`src/rtl/irq_sel_pkg.sv`:
```
package irq_sel_pkg;
  localparam int unsigned ID_W = 10;
  localparam logic [ID_W-1:0] SPURIOUS_ID = 10'd1023;

  typedef enum logic [1:0] {
    SEL_OFF    = 2'd0,
    SEL_MASKED = 2'd1,
    SEL_PASS   = 2'd2
  } sel_state_e;
endpackage

```
`src/rtl/irq_mask_reg.sv`:
```
module irq_mask_reg #(
  parameter int unsigned PRIO_W = 8,
  parameter logic [PRIO_W-1:0] MASK_RST = 8'hF0
) (
  input  logic              clk_i,
  input  logic              rst_ni,
  input  logic              we_i,
  input  logic [PRIO_W-1:0] wdata_i,
  output logic [PRIO_W-1:0] mask_o
);
  always_ff @(posedge clk_i or negedge rst_ni) begin
    if (!rst_ni)   mask_o <= MASK_RST;
    else if (we_i) mask_o <= wdata_i;
  end
endmodule

```
`src/rtl/irq_prio_tree.sv`:
```
module irq_prio_tree #(
  parameter int unsigned NUM_LINES = 96,
  parameter int unsigned PRIO_W    = 8,
  localparam int unsigned IDX_W    = (NUM_LINES > 1) ? $clog2(NUM_LINES) : 1,
  localparam int unsigned LEAVES   = 1 << IDX_W
) (
  input  logic [NUM_LINES-1:0]        req_i,
  input  logic [NUM_LINES*PRIO_W-1:0] prio_i,
  output logic                        vld_o,
  output logic [PRIO_W-1:0]           prio_o,
  output logic [IDX_W-1:0]            idx_o
);
  // heap layout: node k has children 2k and 2k+1, leaves at LEAVES+i
  logic              nd_vld  [2*LEAVES];
  logic [PRIO_W-1:0] nd_prio [2*LEAVES];
  logic [IDX_W-1:0]  nd_idx  [2*LEAVES];

  assign nd_vld[0]  = 1'b0;
  assign nd_prio[0] = '0;
  assign nd_idx[0]  = '0;

  for (genvar i = 0; i < LEAVES; i++) begin : g_leaf
    if (i < NUM_LINES) begin : g_real
      assign nd_vld[LEAVES+i]  = req_i[i];
      assign nd_prio[LEAVES+i] = prio_i[i*PRIO_W +: PRIO_W];
    end else begin : g_pad
      assign nd_vld[LEAVES+i]  = 1'b0;
      assign nd_prio[LEAVES+i] = '1;
    end
    assign nd_idx[LEAVES+i] = IDX_W'(i);
  end

  for (genvar k = 1; k < LEAVES; k++) begin : g_node
    logic take_r;
    // right side wins only on strictly lower value: ties go to the lower index
    assign take_r = nd_vld[2*k+1] &&
                    (!nd_vld[2*k] || (nd_prio[2*k+1] < nd_prio[2*k]));
    assign nd_vld[k]  = nd_vld[2*k] || nd_vld[2*k+1];
    assign nd_prio[k] = take_r ? nd_prio[2*k+1] : nd_prio[2*k];
    assign nd_idx[k]  = take_r ? nd_idx[2*k+1]  : nd_idx[2*k];
  end

  assign vld_o  = nd_vld[1];
  assign prio_o = nd_prio[1];
  assign idx_o  = nd_idx[1];
endmodule

```
`src/rtl/irq_gate_filter.sv`:
```
module irq_gate_filter
  import irq_sel_pkg::*;
#(
  parameter int unsigned PRIO_W = 8,
  parameter int unsigned IDX_W  = 7
) (
  input  logic              dist_en_i,
  input  logic              cpu_en_i,
  input  logic              vld_i,
  input  logic [PRIO_W-1:0] prio_i,
  input  logic [IDX_W-1:0]  idx_i,
  input  logic [PRIO_W-1:0] mask_i,
  input  logic [PRIO_W:0]   run_prio_i,
  output logic [ID_W-1:0]   id_o,
  output logic              irq_o
);
  sel_state_e state;

  always_comb begin
    if (!dist_en_i || !cpu_en_i || !vld_i) state = SEL_OFF;
    else if (prio_i > mask_i)              state = SEL_MASKED;
    else                                   state = SEL_PASS;
  end

  always_comb begin
    id_o  = SPURIOUS_ID;
    irq_o = 1'b0;
    if (state == SEL_PASS) begin
      id_o  = ID_W'(idx_i);
      irq_o = ({1'b0, prio_i} < run_prio_i);
    end
  end
endmodule

```
`src/rtl/irq_prio_select.sv`:
```
module irq_prio_select
  import irq_sel_pkg::*;
#(
  parameter int unsigned NUM_LINES = 96,
  parameter int unsigned PRIO_W    = 8,
  parameter logic [PRIO_W-1:0] MASK_RST = 8'hF0
) (
  input  logic                        clk_i,
  input  logic                        rst_ni,
  input  logic [NUM_LINES-1:0]        line_en_i,
  input  logic [NUM_LINES-1:0]        line_pend_i,
  input  logic [NUM_LINES*PRIO_W-1:0] line_prio_i,
  input  logic                        dist_en_i,
  input  logic                        cpu_en_i,
  input  logic [PRIO_W:0]             run_prio_i,
  input  logic                        mask_we_i,
  input  logic [PRIO_W-1:0]           mask_wdata_i,
  output logic [9:0]                  pend_id_o,
  output logic                        irq_o
);
  localparam int unsigned IDX_W = (NUM_LINES > 1) ? $clog2(NUM_LINES) : 1;

  logic [PRIO_W-1:0] mask_q;
  logic              best_vld;
  logic [PRIO_W-1:0] best_prio;
  logic [IDX_W-1:0]  best_idx;
  logic [ID_W-1:0]   id_d;
  logic              irq_d;

  irq_mask_reg #(.PRIO_W(PRIO_W), .MASK_RST(MASK_RST)) u_mask (
    .clk_i   (clk_i),
    .rst_ni  (rst_ni),
    .we_i    (mask_we_i),
    .wdata_i (mask_wdata_i),
    .mask_o  (mask_q)
  );

  irq_prio_tree #(.NUM_LINES(NUM_LINES), .PRIO_W(PRIO_W)) u_tree (
    .req_i  (line_en_i & line_pend_i),
    .prio_i (line_prio_i),
    .vld_o  (best_vld),
    .prio_o (best_prio),
    .idx_o  (best_idx)
  );

  irq_gate_filter #(.PRIO_W(PRIO_W), .IDX_W(IDX_W)) u_gate (
    .dist_en_i  (dist_en_i),
    .cpu_en_i   (cpu_en_i),
    .vld_i      (best_vld),
    .prio_i     (best_prio),
    .idx_i      (best_idx),
    .mask_i     (mask_q),
    .run_prio_i (run_prio_i),
    .id_o       (id_d),
    .irq_o      (irq_d)
  );

  always_ff @(posedge clk_i or negedge rst_ni) begin
    if (!rst_ni) begin
      pend_id_o <= SPURIOUS_ID;
      irq_o     <= 1'b0;
    end else begin
      pend_id_o <= id_d;
      irq_o     <= irq_d;
    end
  end
endmodule

```
`config.mk`:
```
export PLATFORM = sky130hd
export DESIGN_NAME = irq_prio_select
export DESIGN_NICKNAME = d
export VERILOG_FILES = /design/src/rtl/irq_sel_pkg.sv /design/src/rtl/irq_mask_reg.sv /design/src/rtl/irq_prio_tree.sv /design/src/rtl/irq_gate_filter.sv /design/src/rtl/irq_prio_select.sv
export SDC_FILE = /design/constraint.sdc
export NUM_CORES = 2
export LEC_CHECK = 0
export ABC_CLOCK_PERIOD_IN_PS = 2900
export BUFFER_PORTS_ARGS = -buffer_cell sky130_fd_sc_hd__buf_2
export CORE_AREA = 2 2 386 388
export DETAILED_ROUTE_END_ITERATION = 8
export DIE_AREA = 0 0 388 390
export GPL_TIMING_DRIVEN = 0
export SLEW_MARGIN = 40
export SYNTH_ARGS = -nofsm -noshare
export SYNTH_HDL_FRONTEND = slang
export SYNTH_SLANG_ARGS = --single-unit
```
`constraint.sdc`:
```
create_clock -name clk_i -period 2.9 [get_ports clk_i]
set_clock_uncertainty 0.1 [all_clocks]
set_input_delay 0.435 -clock clk_i [delete_from_list [all_inputs] [get_ports clk_i]]
set_output_delay 0.435 -clock clk_i [all_outputs]
set_load 0.02 [all_outputs]
```
==> impl.org <==
** Floorplanning
- Die Width :: just under 400 um
- After floorplanning, the core was sized to cover around 150000 um2.
- The die covers between 150000 and 200000 um2.
- Die Ht :: 390 um
- The floorplan has 141 rows.
- Starting density of the core :: 20.87%
- For this design the top-level I/O count stands at 993.

** Clock network
- TritonCTS built the clock tree.
- Clock-pin slew was measured on the worst setup and hold paths at 60 ps.
- CTS Root Buffer Type :: clkbuf_16
- Clock latency of the later-clocked register in the worst-skew pair :: 250 ps
- CTS saw 17 sinks.
- In this run the number of H-tree levels came out at 1.
- The clock passes through at most 2 buffers.
- Number of buffers created by CTS :: 3

** Routing
- After detailed routing, the total wire length is 150900 um.
- Initial DRC count :: between 1500 and 2000
- DR vias/cell :: 5.021
- In the final routed layout, each cell accounts on average for 19.85 um.
- Initial DRT Pass Iterations :: 5
- Residual DRC :: 0
- Via total after detailed routing :: 38170
- Remaining number of nets flagged by the antenna check after routing :: 0

** Layout
- The top cell types in the final layout, fill and taps aside, are buf_2, ha_1, inv_1.
- Fin nets :: 7249
- From synthesis to final layout, the design area changed by 37.81%.
- Leaving out fill and tap cells, the most frequent cell in the layout is buf_2.
- Proportion of layout cells with a drive suffix above 1 :: around a third

** Synth
- Mean instance size in the synthesized netlist :: 6.895 um2
- Number of synthesized register bits :: 17
- Yosys printed 0 warnings.
- Cell area after synthesis :: 30710 um2
- EDFF count, synth :: 0
- Counting every instance in the synthesized netlist gives about 4500.
- Of the synthesized area, sequential elements account for 1.434%.
- In the synthesized netlist the async set-or-reset flop fraction comes to 100.0%.
- Synthesis produced a netlist with a net count of 6071.
- Count of unique library cells instantiated by Yosys :: 107
- Among all flip-flop cells after synthesis, the most frequent one is dfstp_2.

** Power and ir drop
- Max IR drop VDD :: ~1.8 mV
- Total power per unit cell area :: approximately 880 nW/um2
- In this run the static leakage power is between 20 and 25 nW.

** STA
- Tightest Pin Transition :: 862.7 ps
- After layout, the worst setup slack is -11790 ps.
- Max Fclk :: roughly 68 MHz
- Pins over their slew limit :: 0
- In the finished design, the share of the clock period the worst path needs comes to 506.5%.
- Setup repair after global routing could not meet its margin everywhere.
- For the finished layout, the period the worst path requires is approximately 15000 ps.
- Setup violations remaining at the end of the flow were counted as 9.
- The final hold violation count came to 0.
- Hold is met by 26.73 ps.
- Measured against its own limit, the worst slew margin works out to 41.88%.

** Placement
- Prior to clock tree synthesis, the placed netlist has a worst setup slack of -14900 ps.
- The count of buffers added on input and output ports is between 900 and 1000.
- Detailed placement HPWL :: 134000 um
- Routability-driven placement congestion ratio :: 0.9846

** Global routing
- Overflow left after global routing :: 0
- Entering global routing, the biggest net connects 18 pins.
- Via count of the first global-routing pass :: about 37000
- The initial antenna violation count came to 89.
- The first global-routing pass estimated 219700 um of wire.
- Global routing consumed, over all layers together, 18.67% of the routing resources.

** Setup path
- The worst setup path is captured at a flop.
- The slowest stage of the critical path belongs to the cell or3b_4.
- Required @ worst endpoint :: between 2000 and 3000 ps
- The largest single stage delay on the critical path is 400 ps.
- Kind of critical path :: in2reg
- Maximum fanout count along the critical path :: 9
- Kind of start point of the critical path :: primary input
- Critical Path AT :: 14740 ps
- The worst register-to-register path has a depth of 11.

** Run
- Max Cap Violations :: 0

** Hold path
- Kind of path behind the tightest hold check :: in2async

** Outcome
- The final reports fail on setup timing.
- The flow ran to the end, but the final reports show violations.
## state kept, by name (all words and copies together) (netlist names)
name	cells
u_mask.mask_o	8
irq_o	1
pend_id_o	8
## synthesized netlist by cell type (79+ instances only)
library cell / number / area [um2]
ha_1: 635 / 7945
inv_1: 556 / 2087
a21oi_1: 455 / 2277
nand2_1: 408 / 1531
nor2_1: 363 / 1363
o21ai_0: 288 / 1441
mux2i_1: 256 / 2562
a21o_1: 180 / 1351
mux2_2: 116 / 1306
nand3_1: 89 / 445.4
clkbuf_1: 79 / 296.5
## stage by stage
step           power, W  cell area, um2  cells  TNS (ps)  utilization, %
2_1_floorplan   0.02179           31370   4454   -100690               -
3_3_place_gp    0.02858           38750   7376   -137530           26.33
3_5_place_dp    0.02918           38790   7376   -132880           26.37
4_1_cts         0.03523           40900   7497   -106820           27.79
5_1_grt         0.04050           42300   7592   -111090           28.75
6_report        0.03733           42320   7602   -105790           28.77
## timing repair
| action | in CTS | in global routing |
|---|---|---|
| pin swaps | 85 | 72 |
| setup buffers | 122 | 65 |
| cloned | 2 | 1 |
| setup endpoints to repair | 9 | 9 |
| hold buffers | 0 | 0 |
| hold endpoints to repair | 0 | 0 |
| gates resized for setup | 269 | 198 |
## critical path: cells and delay by family
family                   cells  cell delay, ps
AND/OR/NAND/NOR             18            3150
buffers and inverters       11            1410
multiplexers                 2             710
AO/OA/AOI/OAI               43            6960
adder cells (fa/ha/maj)      8            2020
## where the power goes
group | switching, W | leakage [nW] | internal, W | total [W]
Sequential | 0.0000218 | 0.188 | 0.000319 | 0.000340
Combinational | 0.0208 | 21.8 | 0.0159 | 0.0367
Clock | 0.000100 | 0.0384 | 0.000187 | 0.000287
Total | 0.0210 | 22.1 | 0.0164 | 0.0373
## worst paths after layout
check	slack, ps	to	from
max	-11790	pend_id_o[4]	line_prio_i[274]
min	30	u_mask.mask_o[2]	rst_ni
max reg2reg	700	pend_id_o[4]	u_mask.mask_o[1]
min reg2reg	420	u_mask.mask_o[0]	u_mask.mask_o[0]
max in group asynchronous	2340	pend_id_o[2]	rst_ni
min in group clk_i	300	u_mask.mask_o[3]	mask_wdata_i[3]
## per-layer routing
metal,global-route usage (%),share of wire (%)
met1,22.91,42
met2,32.60,48
met3,3.454,6.4
met4,6.169,3.8
met5,0,0.23
## layout make-up
| class | count | area (um2) |
|---|---|---|
| Fill cell | 16060 | 104800 |
| Multi-Input combinational cell | 3787 | 30040 |
| Timing Repair Buffer | 1181 | 6479 |
| Tap cell | 1930 | 2415 |
| Inverter | 557 | 2116 |
| Buffer | 84 | 643.1 |
| Sequential cell | 17 | 440.4 |
| Antenna cell | 41 | 102.6 |
| Clock buffer | 4 | 78.83 |
| Timing Repair inverter | 1 | 5.005 |
## logic make-up after synthesis
group                    synth area share (%)
multiplexers                            12.68
adder cells (fa/ha/maj)                 26.10
flip-flops                              1.434
AO/OA/AOI/OAI                           32.49
AND/OR/NAND/NOR                         19.10
buffers and inverters                   8.013
XOR/XNOR                               0.1711
(Power assumes the default switching activity.)
